--- src/rtl/acc_pkg.sv ---
package acc_pkg;
    localparam int DW  = 8;
    localparam int AW  = 2 * DW;
    localparam int OPW = 4;

    typedef enum logic [OPW-1:0] {
        OP_NOP  = 4'h0, OP_LDAC = 4'h1, OP_STAC = 4'h2, OP_MVAC = 4'h3,
        OP_MOVR = 4'h4, OP_JUMP = 4'h5, OP_JMPZ = 4'h6, OP_JPNZ = 4'h7,
        OP_ADD  = 4'h8, OP_SUB  = 4'h9, OP_INAC = 4'hA, OP_CLAC = 4'hB,
        OP_AND  = 4'hC, OP_OR   = 4'hD, OP_XOR  = 4'hE, OP_NOT  = 4'hF
    } op_e;

    typedef enum logic [1:0] {
        ST_FETCH, ST_ADLO, ST_ADHI, ST_EXEC
    } st_e;

    typedef struct packed {
        logic [DW-1:0] val;
        logic          wr_ac;
        logic          wr_z;
    } alu_res_t;

    function automatic op_e decode_op(input logic [DW-1:0] b);
        if (b[DW-1:OPW] != '0) return OP_NOP;
        return op_e'(b[OPW-1:0]);
    endfunction

    function automatic logic needs_addr(input op_e o);
        return (o == OP_LDAC) || (o == OP_STAC) || (o == OP_JUMP) ||
               (o == OP_JMPZ) || (o == OP_JPNZ);
    endfunction

    function automatic logic writes_z(input op_e o);
        return o[OPW-1];
    endfunction
endpackage

--- src/rtl/acc_alu.sv ---
module acc_alu
    import acc_pkg::*;
(
    input  op_e           op,
    input  logic [DW-1:0] ac,
    input  logic [DW-1:0] r,
    output alu_res_t      res
);
    always_comb begin
        res       = '0;
        res.wr_ac = 1'b1;
        res.wr_z  = 1'b1;
        unique case (op)
            OP_ADD:  res.val = ac + r;
            OP_SUB:  res.val = ac - r;
            OP_INAC: res.val = ac + 1'b1;
            OP_CLAC: res.val = '0;
            OP_AND:  res.val = ac & r;
            OP_OR:   res.val = ac | r;
            OP_XOR:  res.val = ac ^ r;
            OP_NOT:  res.val = ~ac;
            default: begin
                res.wr_ac = 1'b0;
                res.wr_z  = 1'b0;
            end
        endcase
    end
endmodule

--- src/rtl/acc_seq.sv ---
module acc_seq
    import acc_pkg::*;
(
    input  logic          clk,
    input  logic          rst,
    input  logic [DW-1:0] mem_rdata,
    input  logic          zflag,
    output logic [AW-1:0] mem_addr,
    output logic          mem_rd,
    output logic          mem_wr,
    output logic          exec,
    output op_e           ir
);
    st_e           state;
    logic [AW-1:0] pc;
    logic [AW-1:0] tgt;
    logic          take;
    op_e           nxt_op;

    assign nxt_op = decode_op(mem_rdata);
    assign exec   = (state == ST_EXEC);
    assign take   = (ir == OP_JUMP) ||
                    ((ir == OP_JMPZ) && zflag) ||
                    ((ir == OP_JPNZ) && !zflag);

    always_ff @(posedge clk) begin
        if (rst) begin
            state <= ST_FETCH;
            pc    <= '0;
            tgt   <= '0;
            ir    <= OP_NOP;
        end else begin
            unique case (state)
                ST_FETCH: begin
                    ir    <= nxt_op;
                    pc    <= pc + 1'b1;
                    state <= needs_addr(nxt_op) ? ST_ADLO : ST_EXEC;
                end
                ST_ADLO: begin
                    tgt[DW-1:0] <= mem_rdata;
                    pc          <= pc + 1'b1;
                    state       <= ST_ADHI;
                end
                ST_ADHI: begin
                    tgt[AW-1:DW] <= mem_rdata;
                    pc           <= pc + 1'b1;
                    state        <= ST_EXEC;
                end
                default: begin
                    if (take) pc <= tgt;
                    state <= ST_FETCH;
                end
            endcase
        end
    end

    always_comb begin
        mem_addr = pc;
        mem_rd   = !exec;
        mem_wr   = 1'b0;
        if (exec && (ir == OP_LDAC)) begin
            mem_addr = tgt;
            mem_rd   = 1'b1;
        end else if (exec && (ir == OP_STAC)) begin
            mem_addr = tgt;
            mem_wr   = 1'b1;
        end
    end

    AST_RD_WR_EXCL: assert property (@(posedge clk) disable iff (rst)
        !(mem_rd && mem_wr));
    AST_PC_STEP: assert property (@(posedge clk) disable iff (rst)
        !exec |=> pc == $past(pc) + 1'b1);
    AST_JUMP_TARGET: assert property (@(posedge clk) disable iff (rst)
        (exec && ir == OP_JUMP) |=> pc == $past(tgt));
    AST_BRANCH_SKIP: assert property (@(posedge clk) disable iff (rst)
        (exec && ((ir == OP_JMPZ && !zflag) || (ir == OP_JPNZ && zflag)))
        |=> $stable(pc));
endmodule

--- src/rtl/acc_core.sv ---
module acc_core
    import acc_pkg::*;
(
    input  logic                   clk,
    input  logic                   rst,
    output logic [acc_pkg::AW-1:0] mem_addr,
    input  logic [acc_pkg::DW-1:0] mem_rdata,
    output logic [acc_pkg::DW-1:0] mem_wdata,
    output logic                   mem_rd,
    output logic                   mem_wr
);
    logic [DW-1:0] ac;
    logic [DW-1:0] r;
    logic          z;
    logic          exec;
    op_e           ir;
    alu_res_t      alu;

    acc_seq u_seq (
        .clk       (clk),
        .rst       (rst),
        .mem_rdata (mem_rdata),
        .zflag     (z),
        .mem_addr  (mem_addr),
        .mem_rd    (mem_rd),
        .mem_wr    (mem_wr),
        .exec      (exec),
        .ir        (ir)
    );

    acc_alu u_alu (
        .op  (ir),
        .ac  (ac),
        .r   (r),
        .res (alu)
    );

    assign mem_wdata = ac;

    always_ff @(posedge clk) begin
        if (rst) begin
            ac <= '0;
            r  <= '0;
            z  <= 1'b0;
        end else if (exec) begin
            if (ir == OP_LDAC) ac <= mem_rdata;
            if (ir == OP_MOVR) ac <= r;
            if (ir == OP_MVAC) r  <= ac;
            if (alu.wr_ac)     ac <= alu.val;
            if (alu.wr_z)      z  <= (alu.val == '0);
        end
    end

    AST_CLAC_ZERO: assert property (@(posedge clk) disable iff (rst)
        (exec && ir == OP_CLAC) |=> (z && ac == '0));
    AST_Z_HOLD: assert property (@(posedge clk) disable iff (rst)
        (exec && !writes_z(ir)) |=> $stable(z));
    AST_Z_TRACKS: assert property (@(posedge clk) disable iff (rst)
        (exec && writes_z(ir)) |=> (z == (ac == '0)));
endmodule

--- config.mk ---
export PLATFORM = sky130hd
export DESIGN_NAME = acc_core
export DESIGN_NICKNAME = d
export VERILOG_FILES = /design/src/rtl/acc_pkg.sv /design/src/rtl/acc_alu.sv /design/src/rtl/acc_seq.sv /design/src/rtl/acc_core.sv
export SDC_FILE = /design/constraint.sdc
export NUM_CORES = 1
export LEC_CHECK = 0
export BUFFER_PORTS_ARGS = -buffer_cell sky130_fd_sc_hd__buf_4
export CELL_PAD_IN_SITES_DETAIL_PLACEMENT = 1
export CELL_PAD_IN_SITES_GLOBAL_PLACEMENT = 2
export CORE_UTILIZATION = 40
export CTS_CLUSTER_DIAMETER = 100
export DETAILED_ROUTE_END_ITERATION = 12
export GPL_TIMING_DRIVEN = 0
export PLACE_DENSITY = 0.87
export SYNTH_ARGS = -nofsm -noshare
export SYNTH_HDL_FRONTEND = slang
export SYNTH_SLANG_ARGS = --single-unit
export TNS_END_PERCENT = 5
--- constraint.sdc ---
create_clock -name clk -period 7.72 [get_ports clk]
set_input_delay 0 -clock clk [delete_from_list [all_inputs] [get_ports clk]]
set_output_delay 0 -clock clk [all_outputs]
set_load 0.02 [all_outputs]
Word level (Yosys, flattened, before mapping)
Index checks and enable logic that the tools add are counted.

cells by class
  eq/ne operators = 23
  add/subtract/negate cells = 4
  reduce and logical (&&, ||, !) cells = 22
  bitwise logic cells = 4
  muxes and demuxes = 17

operators by type and width
  operator               count
  $mux 16                4
  $pmux 8 s7             1
  $eq 4x4->1 const B     8
  $eq 4x3->1 const B     7
  $mux 8                 3
  $add 16x1->16 const B  1
  $eq 4x2->1 const B     3
  $add 8x1->8 const B    1
  $add 8x8->8            1
  $and 8x8->8            1
  $eq 4x1->1 const B     2
  $logic_not 8->1        1
  $mux 4                 2
  $not 8->8              1
  $or 8x8->8             1
  $reduce_or 8->1        1
  $sub 8x8->8            1
  $xor 8x8->8            1
  $logic_or 1x1->1       6
  $pmux 2 s3             1
  $reduce_and 2->1       3
  $eq 2x2->1 const B     2
  $logic_and 1x1->1      4
  $mux 1                 4
  8 further kinds        10

storage, ports and cells
  flip-flop bits (word level) = 55
  input bits = 10

Depth between registers and ports, before layout
Gate-level depths: netlist (run 1).

  depth in word-level cells = 10
  gate-level depth with buffers = 14

By module
A second synthesis (run 1) with hierarchy kept.

unflattened totals
  cell total of the unflattened synthesis = 468
  area, all modules = 3980.1 um^2

by module, submodules not included
  module    cells each  area each (um^2)  times used
  acc_seq   228         1999.4            1
  acc_alu   148         1091.0            1
  acc_core  92          889.6             1

Worst setup path after synthesis (run 1)
No wires, ideal clock.

  path type = register -> register
  from = register r[1]
  to = register z
  cell stages (with the launch flop) = 14
  buffers on the path = 0
  path slack = 5.201 ns
  arrival time = 2.432 ns
  period minus slack after synthesis = 2.519 ns
  cells stage by stage = dfxtp_1 inv_1 ha_1 nand2_1 o21ai_0 nand2_1 nand2_1 inv_1 fa_1 nand2b_1 a211oi_1 o31a_1 nand3_1 o31ai_1

on the way
  cells in the longest elaborated chain, start to end = 3
  elaborated cells between the ends (all ways) = 7
  those cells by class = add/sub (2); mux (1); bitwise (3); reduce/logical (1)

RTL lines
  what                                 line            source
  start: declaration                   acc_core.sv:13  logic [DW-1:0] r;
  start signal: assignment             acc_core.sv:43  r <= '0;
  start signal: assignment             acc_core.sv:48  if (ir == OP_MVAC) r <= ac;
  $sub 8x8->8 (tied with other cells)  acc_alu.sv:15   OP_SUB: res.val = ac - r;
  $pmux 8 s7 (*)                       acc_alu.sv:13   unique case (op)
  $logic_not 8->1 (*)                  acc_core.sv:50  if (alu.wr_z) z <= (alu.val == '0);
  end signal: assignment               acc_core.sv:50
  end: declaration                     acc_core.sv:14  logic z;

Every way passes the cells marked *; elsewhere a longest branch is shown, timed or not.
A chain may end at the register's enable or synchronous reset.

Worst setup path after layout (run 1)
  from = register r[0]
  to = register ac[6], in the netlist mem_wdata[6]

on the way
  cells in the longest elaborated chain, start to end = 3
  elaborated cells between the ends (all ways) = 4
  those cells by class = add/sub (2); mux (2)

RTL lines
  what                                        line                          source
  $sub 8x8->8 or $add 8x8->8 (tied branches)  acc_alu.sv:15, acc_alu.sv:14
  $pmux 8 s7 (*)                              acc_alu.sv:13
  $mux 8 (*)                                  acc_core.sv:49                if (alu.wr_ac) ac <= alu.val;
  end signal: assignment                      acc_core.sv:46                if (ir == OP_LDAC) ac <= mem_rdata;
  end signal: assignment                      acc_core.sv:47                if (ir == OP_MOVR) ac <= r;
  end signal: assignment                      acc_core.sv:49
  end: declaration                            acc_core.sv:12                logic [DW-1:0] ac;

Marked as above.

==> results.sh, run 1 <==
export IMPL_outcome="complete, no violations"
export IMPL_synth_area_leaders="dfxtp_1 (27%), mux2i_1 (10%), ha_1 (9.3%), nor2_1 (5.8%), mux2_2 (5.3%)"
export IMPL_mostFrequentLayoutCell="nor2_1"
export IMPL_clock_latency_ns=0.33
export IMPL_drtAntennaViolNets=0
export IMPL_cts_buffers=5
export IMPL_p_total_uw=713
export IMPL_hold_path_class="flop to flop"
export IMPL_ys_seq_area_share_pct=27.3
export IMPL_path_class="flop to flop"
export IMPL_hpwl_um=9910
export IMPL_skew_ns=0.00971
export IMPL_critPathBufInv=2
export IMPL_final_cell_mix="nor2_1 (62), dfxtp_1 (55), mux2i_1 (41)"
export IMPL_rsz0062_at_grt="no"
export IMPL_cts_tree="yes"
export IMPL_syn_cell_area_mm2=0.00404
export IMPL_antenna_found_initial=0
export IMPL_synth_fp_nets=510
export IMPL_p_leak_uw=0.00179
export IMPL_cp_common_cell="nand2_1"
export IMPL_num_vias=3824
export IMPL_drive_gt1_share_pct=18.3
export IMPL_synth_area_leader_cell="dfxtp_1"
export IMPL_ctsHtreeMaxLevel=2
export IMPL_r2r_start="r[0]$_SDFFE_PP0P_"
export IMPL_ys_ff_latch=55
export IMPL_ios=36
export IMPL_initial_core_util_pct=41.3
export IMPL_place_congestion=0.835
export IMPL_ir_worst_vdd_v=0.0000986
export IMPL_root_buffer="clkbuf_8"
export IMPL_wl_per_cell_um=20.3
export IMPL_synth_edf_count=0
export IMPL_core_area_mm2=0.00977
export IMPL_cts_buffer_depth=2
export IMPL_avgSynthCellArea_um2=8.61
export IMPL_start_kind="flop"
export IMPL_period_share_pct=42.4
export IMPL_dr_first_iter_drc_count=182
export IMPL_setup_tns_ns=0
export IMPL_worst_r2r_endpoint="mem_wdata[6]$_SDFFE_PP0P_"
export IMPL_crit_family="compound AO/OA/AOI/OAI gates"
export IMPL_placed_area_mm2=0.00446
export IMPL_postCtsSetupRepairBufs=0
export IMPL_port_buffers=34
export IMPL_dieWidth_um=103
export IMPL_post_cts_resized=0
export IMPL_nets=560
export IMPL_worst_endpoint_required_ns=7.92
export IMPL_p_per_area_mw_per_mm2=153
export IMPL_cts_hold_buf=9
export IMPL_reg2regPathDepth=14
export IMPL_clock_sinks=55
export IMPL_hold_slack_ns=0.479
export IMPL_worstHoldStart="u_seq.tgt[11]$_SDFFE_PP0P_"
export IMPL_fmax_mhz=306
export IMPL_rows=36
export IMPL_grt_pass1_vias=3749
export IMPL_design_area_mm2=0.00465
export IMPL_cp_slowest_cell="dfxtp_1"
export IMPL_synth_warnings=0
export IMPL_dieArea_mm2=0.0105
export IMPL_tightest_slew_ns=0.923
export IMPL_holdPathStages=2
export IMPL_path_max_fanout=5
export IMPL_period_needed_ns=3.27
export IMPL_finalSetupViolCount=0
export IMPL_reg2reg_slack_ns=4.45
export IMPL_grt_pass1_wl_um=20900
export IMPL_crit_chain="inv_1 > ha_1 > nand2_1 > o21ai_0 > nand2_1 > nand2_1 > inv_1 > fa_1 > nand2b_1 > a211oi_1 > o31a_1 > nand3_1 > o211ai_1 > a21oi_1"
export IMPL_dr_pass1_iters=5
export IMPL_hold_violations=0
export IMPL_maxCapViolCount=0
export IMPL_synth_top_area_share_pct=27.3
export IMPL_area_delta_synth_final_pct=15.2
export IMPL_synth_distinct_cells=71
export IMPL_drv_slew=0
export IMPL_cp_arrival_ns=3.47
export IMPL_synthArstFlopShare_pct=0
export IMPL_endpoint_kind="flop"
export IMPL_hold_path_endpoint="u_seq.pc[11]$_SDFFE_PP0P_"
export IMPL_slew_headroom_pct=38.0
export IMPL_syn_inst=469
export IMPL_wl_um=13300
export IMPL_clk_pin_slew_ns=0.12
export IMPL_critPathMaxStageDelay_ns=0.47
export IMPL_synth_main_ff_cell="dfxtp_1"
export IMPL_die_h_um=103
export IMPL_vias_per_cell=5.86
export IMPL_drc_errors=0
export IMPL_track_usage_pct=26.8
export IMPL_gr_total_overflow=0
export IMPL_grt_max_degree=21
export IMPL_diodes=0
export IMPL_utilization_pct=47.6
[sequential cells by signal, indices dropped and copies added (netlist names)]
signal       count
u_seq.pc        16
u_seq.tgt       16
mem_wdata        8
r                8
u_seq.ir         4
u_seq.state      2
z                1
[synthesized netlist by cell type, types with 4 or more instances]
cell type	instances
buf_2	4
nand3_1	12
a221oi_1	4
buf_6	6
ha_1	30
nand2_1	28
a31oi_1	5
a211oi_1	11
inv_1	33
buf_4	5
dfxtp_1	55
nand2b_1	8
a21oi_1	26
o21ai_0	16
mux2i_1	41
clkbuf_1	11
o211ai_1	6
nor3_1	12
mux2_2	19
nor2_1	62
[layout make-up]
type / instances / area, µm²
Fill cell: 1178 / 5120
Multi-Input combinational cell: 354 / 2650
Clock buffer: 5 / 68.8
Clock inverter: 3 / 33.8
Inverter: 34 / 128
Timing Repair Buffer: 43 / 345
Tap cell: 133 / 166
Sequential cell: 55 / 1100
Buffer: 26 / 166
[stage by stage]
stage	setup slack (ns)	instances
2_1_floorplan	5.20	469
3_3_place_gp	4.61	636
3_5_place_dp	4.52	636
4_1_cts	4.50	653
5_1_grt	4.27	653
6_report	4.45	653
[routing by layer]
| layer | track usage, % | part of all wire [%] | routed length [µm] |
|---|---|---|---|
| met5 | 0 | 0 | 0 |
| met1 | 38.5 | 47 | 6300 |
| met4 | 5.38 | 1.2 | 158 |
| met2 | 41.8 | 45 | 6000 |
| met3 | 5.08 | 6.1 | 815 |
[worst register-to-register path: stages (launching register included)]
cell	delay, ns
dfxtp_1	0.47
inv_1	0.19
ha_1	0.32
nand2_1	0.04
o21ai_0	0.21
nand2_1	0.09
nand2_1	0.09
inv_1	0.06
fa_1	0.45
nand2b_1	0.20
a211oi_1	0.46
o31a_1	0.22
nand3_1	0.12
o211ai_1	0.14
a21oi_1	0.09
[cell families after synthesis]
family / share of synthesized area, %
AND/OR/NAND/NOR: 19.7
AO/OA/AOI/OAI: 18.0
multiplexers: 17.1
buffers and inverters: 7.28
flip-flops: 27.3
adder cells (fa/ha/maj): 9.79
XOR/XNOR: 0.867
[how the worst max path moves through the flow]
stage,to,from,depth (start not counted)
after global routing,mem_wdata[6]$_SDFFE_PP0P_,r[1]$_SDFFE_PP0P_,14
after global placement,mem_wdata[6]$_SDFFE_PP0P_,r[0]$_SDFFE_PP0P_,14
after CTS,mem_wdata[6]$_SDFFE_PP0P_,r[0]$_SDFFE_PP0P_,14
after detailed placement,mem_wdata[6]$_SDFFE_PP0P_,r[0]$_SDFFE_PP0P_,14
final,mem_wdata[6]$_SDFFE_PP0P_,r[0]$_SDFFE_PP0P_,14
after floorplan,z$_SDFFE_PP0P_,r[1]$_SDFFE_PP0P_,13
[power by group]
part / total, µW / internal [µW] / switching, µW
clock network: 187 / 68.8 / 118
logic: 189 / 77.3 / 112
registers: 337 / 311 / 26.2
Power figures use the tool's default switching activity.
==> run 2, diff against run 1 <==
--- a/config.mk
+++ b/config.mk
@@ -8,11 +8,11 @@
 export BUFFER_PORTS_ARGS = -buffer_cell sky130_fd_sc_hd__buf_4
 export CELL_PAD_IN_SITES_DETAIL_PLACEMENT = 1
 export CELL_PAD_IN_SITES_GLOBAL_PLACEMENT = 2
-export CORE_UTILIZATION = 40
+export CORE_UTILIZATION = 33
 export CTS_CLUSTER_DIAMETER = 100
 export DETAILED_ROUTE_END_ITERATION = 12
 export GPL_TIMING_DRIVEN = 0
-export PLACE_DENSITY = 0.87
+export PLACE_DENSITY = 0.77
 export SYNTH_ARGS = -nofsm -noshare
 export SYNTH_HDL_FRONTEND = slang
 export SYNTH_SLANG_ARGS = --single-unit
==> constraint.sdc (replaced) <==
create_clock -name clk -period 2.75 [get_ports clk]
set_input_delay 0 -clock clk [delete_from_list [all_inputs] [get_ports clk]]
set_output_delay 0 -clock clk [all_outputs]
set_load 0.02 [all_outputs]
==> run 2 against run 1 <==
Effect of this change:
- the flow now finishes with violations (negative hold slack)
- hold slack got worse by 0.48 ns
- worst setup slack worse by 4.4 ns
- utilization is 6.6 points lower
- global-route usage is 4.4 points lower
- clock-buffer cell count rose by 1
- sequential power increased to 2.8 times the previous value
- critical path type unchanged
- highest routed layer unchanged
==> results.sh, run 2 (synthesis gave the netlist of run 1 again) <==
export IMPL_period_needed_ns=2.74
export IMPL_setup_ws_ns=0.0119
export IMPL_port_buffers=34
export IMPL_path_max_fanout=10
export IMPL_area_delta_synth_final_pct=21.5
export IMPL_track_usage_pct=22.4
export IMPL_slew_headroom_pct=34.8
export IMPL_gr_total_overflow=0
export IMPL_clock_latency_ns=0.30
export IMPL_grt_max_degree=20
export IMPL_dr_pass1_iters=4
export IMPL_wl_per_cell_um=20.3
export IMPL_start_kind="flop"
export IMPL_mostFrequentLayoutCell="nor2_1"
export IMPL_clock_sinks=55
export IMPL_root_buffer="clkbuf_16"
export IMPL_drv_slew=0
export IMPL_cts_tree="yes"
export IMPL_die_h_um=113
export IMPL_vias_per_cell=5.56
export IMPL_final_cell_mix="nor2_1 (62), dfxtp_1 (49), buf_4 (48)"
export IMPL_grt_pass1_vias=3821
export IMPL_core_area_mm2=0.0120
export IMPL_tightest_slew_ns=0.971
export IMPL_cts_buffers=5
export IMPL_ir_worst_vdd_v=0.000249
export IMPL_dieArea_mm2=0.0127
export IMPL_outcome="finished, violations left"
export IMPL_utilization_pct=41.0
export IMPL_rows=40
export IMPL_setup_tns_ns=0
export IMPL_hold_violations=2
export IMPL_p_leak_uw=0.00187
export IMPL_skew_ns=0.00405
export IMPL_ctsHtreeMaxLevel=2
export IMPL_fill_cells=1413
export IMPL_drc_errors=0
export IMPL_cp_arrival_ns=2.99
export IMPL_p_per_area_mw_per_mm2=460
export IMPL_ios=36
export IMPL_multi_input_area_mm2=0.00275
export IMPL_clk_pin_slew_ns=0.07
export IMPL_path_class="flop to flop"
export IMPL_hold_path_class="input pin to flop"
export IMPL_seq_area_mm2=0.00112
export IMPL_nets=563
export IMPL_antenna_found_initial=0
export IMPL_grt_pass1_wl_um=21700
export IMPL_diodes=0
export IMPL_fmax_mhz=365
export IMPL_hold_slack_ns=-0.00268
export IMPL_hpwl_um=10100
export IMPL_num_vias=3722
export IMPL_rsz0062_at_grt="yes"
export IMPL_period_share_pct=99.6
export IMPL_cts_buffer_depth=2
export IMPL_endpoint_kind="flop"
export IMPL_wl_um=13600
export IMPL_place_congestion=0.848
export IMPL_largestRegisters="u_seq.pc x16, u_seq.tgt x16"
export IMPL_drive_gt1_share_pct=23.9
export IMPL_drtAntennaViolNets=0
export IMPL_maxCapViolCount=0
export IMPL_p_total_uw=2260
export IMPL_dp_slack_ns=-0.422
export IMPL_finalSetupViolCount=0
export IMPL_worst_endpoint_required_ns=3.00
export IMPL_dieWidth_um=113
export IMPL_violations="negative hold slack"
export IMPL_initial_core_util_pct=33.8
export IMPL_dr_first_iter_drc_count=174
-- run 2: changes by cell type in the layout (fill, tap and decap cells not counted), sizes merged --
cell         before  now
buf              49   58
dlygate4sd3       9    3
clkinv            2    0
bufinv            0    1
clkbuf           16   17
-- run 2: final timing paths --
path / from / to / slack (ns) / cells past startpoint
worst max register to register: u_seq.ir[2]$_SDFFE_PP0P_ / mem_wdata[7]$_SDFFE_PP0P_ / 0.01 / 11
worst min register to register: u_seq.tgt[11]$_SDFFE_PP0P_ / u_seq.pc[11]$_SDFFE_PP0P_ / 0.49 / 2
worst max-delay path: u_seq.ir[2]$_SDFFE_PP0P_ / mem_wdata[7]$_SDFFE_PP0P_ / 0.01 / 11
worst min-delay path: mem_rdata[7] / u_seq.tgt[7]$_SDFFE_PP0P_ / -0.003 / 3
-- run 2: critical path, cell delays in order (launching register included) --
cell and delay, ns:
dfxtp_4 0.42, and2b_2 0.26, buf_4 0.15, a22oi_1 0.18, o21ai_2 0.11, ha_4 0.32, and4_4 0.26, o211ai_1 0.15
buf_4 0.17, o211a_1 0.12, o31ai_2 0.30, o221a_1 0.26
-- run 2: power breakdown --
part / total [µW] / internal [µW] / switching [µW]
clock: 784 / 459 / 324
sequential: 943 / 867 / 76.0
combinational: 530 / 215 / 315
-- run 2: what timing repair did --
action / in CTS / in global routing
endpoints found under the setup margin: 5 / 8
pin swaps: 6 / 16
gates resized for setup: 23 / 20
hold endpoints to repair: 5 / 0
hold buffers: 3 / 0
setup buffers: 6 / 5
-- run 2: metrics by stage --
stage | instances | cell area, µm²
2_1_floorplan | 469 | 4040
3_3_place_gp | 650 | 4480
3_5_place_dp | 650 | 4480
4_1_cts | 666 | 4800
5_1_grt | 670 | 4910
6_report | 670 | 4910
-- run 2: area by class of cell --
cell class                 instances  area share [%]
multi-input combinational        354            56.1
clock buffer                       6            2.83
sequential                        55            22.9
inverter                          34            2.65
tap                              147            3.75
buffer                            24            3.47
timing repair buffer              48            7.50
clock inverter                     2           0.790
-- run 2: routing by layer --
layer  global-route usage (%)  wire length (µm)  up-vias
met1                     28.8              6190     1842
met3                     2.00               339       18
met4                     7.38               293        0
met2                     39.4              6780       60
met5                        0                 0        -
li1                         -                 -     1802
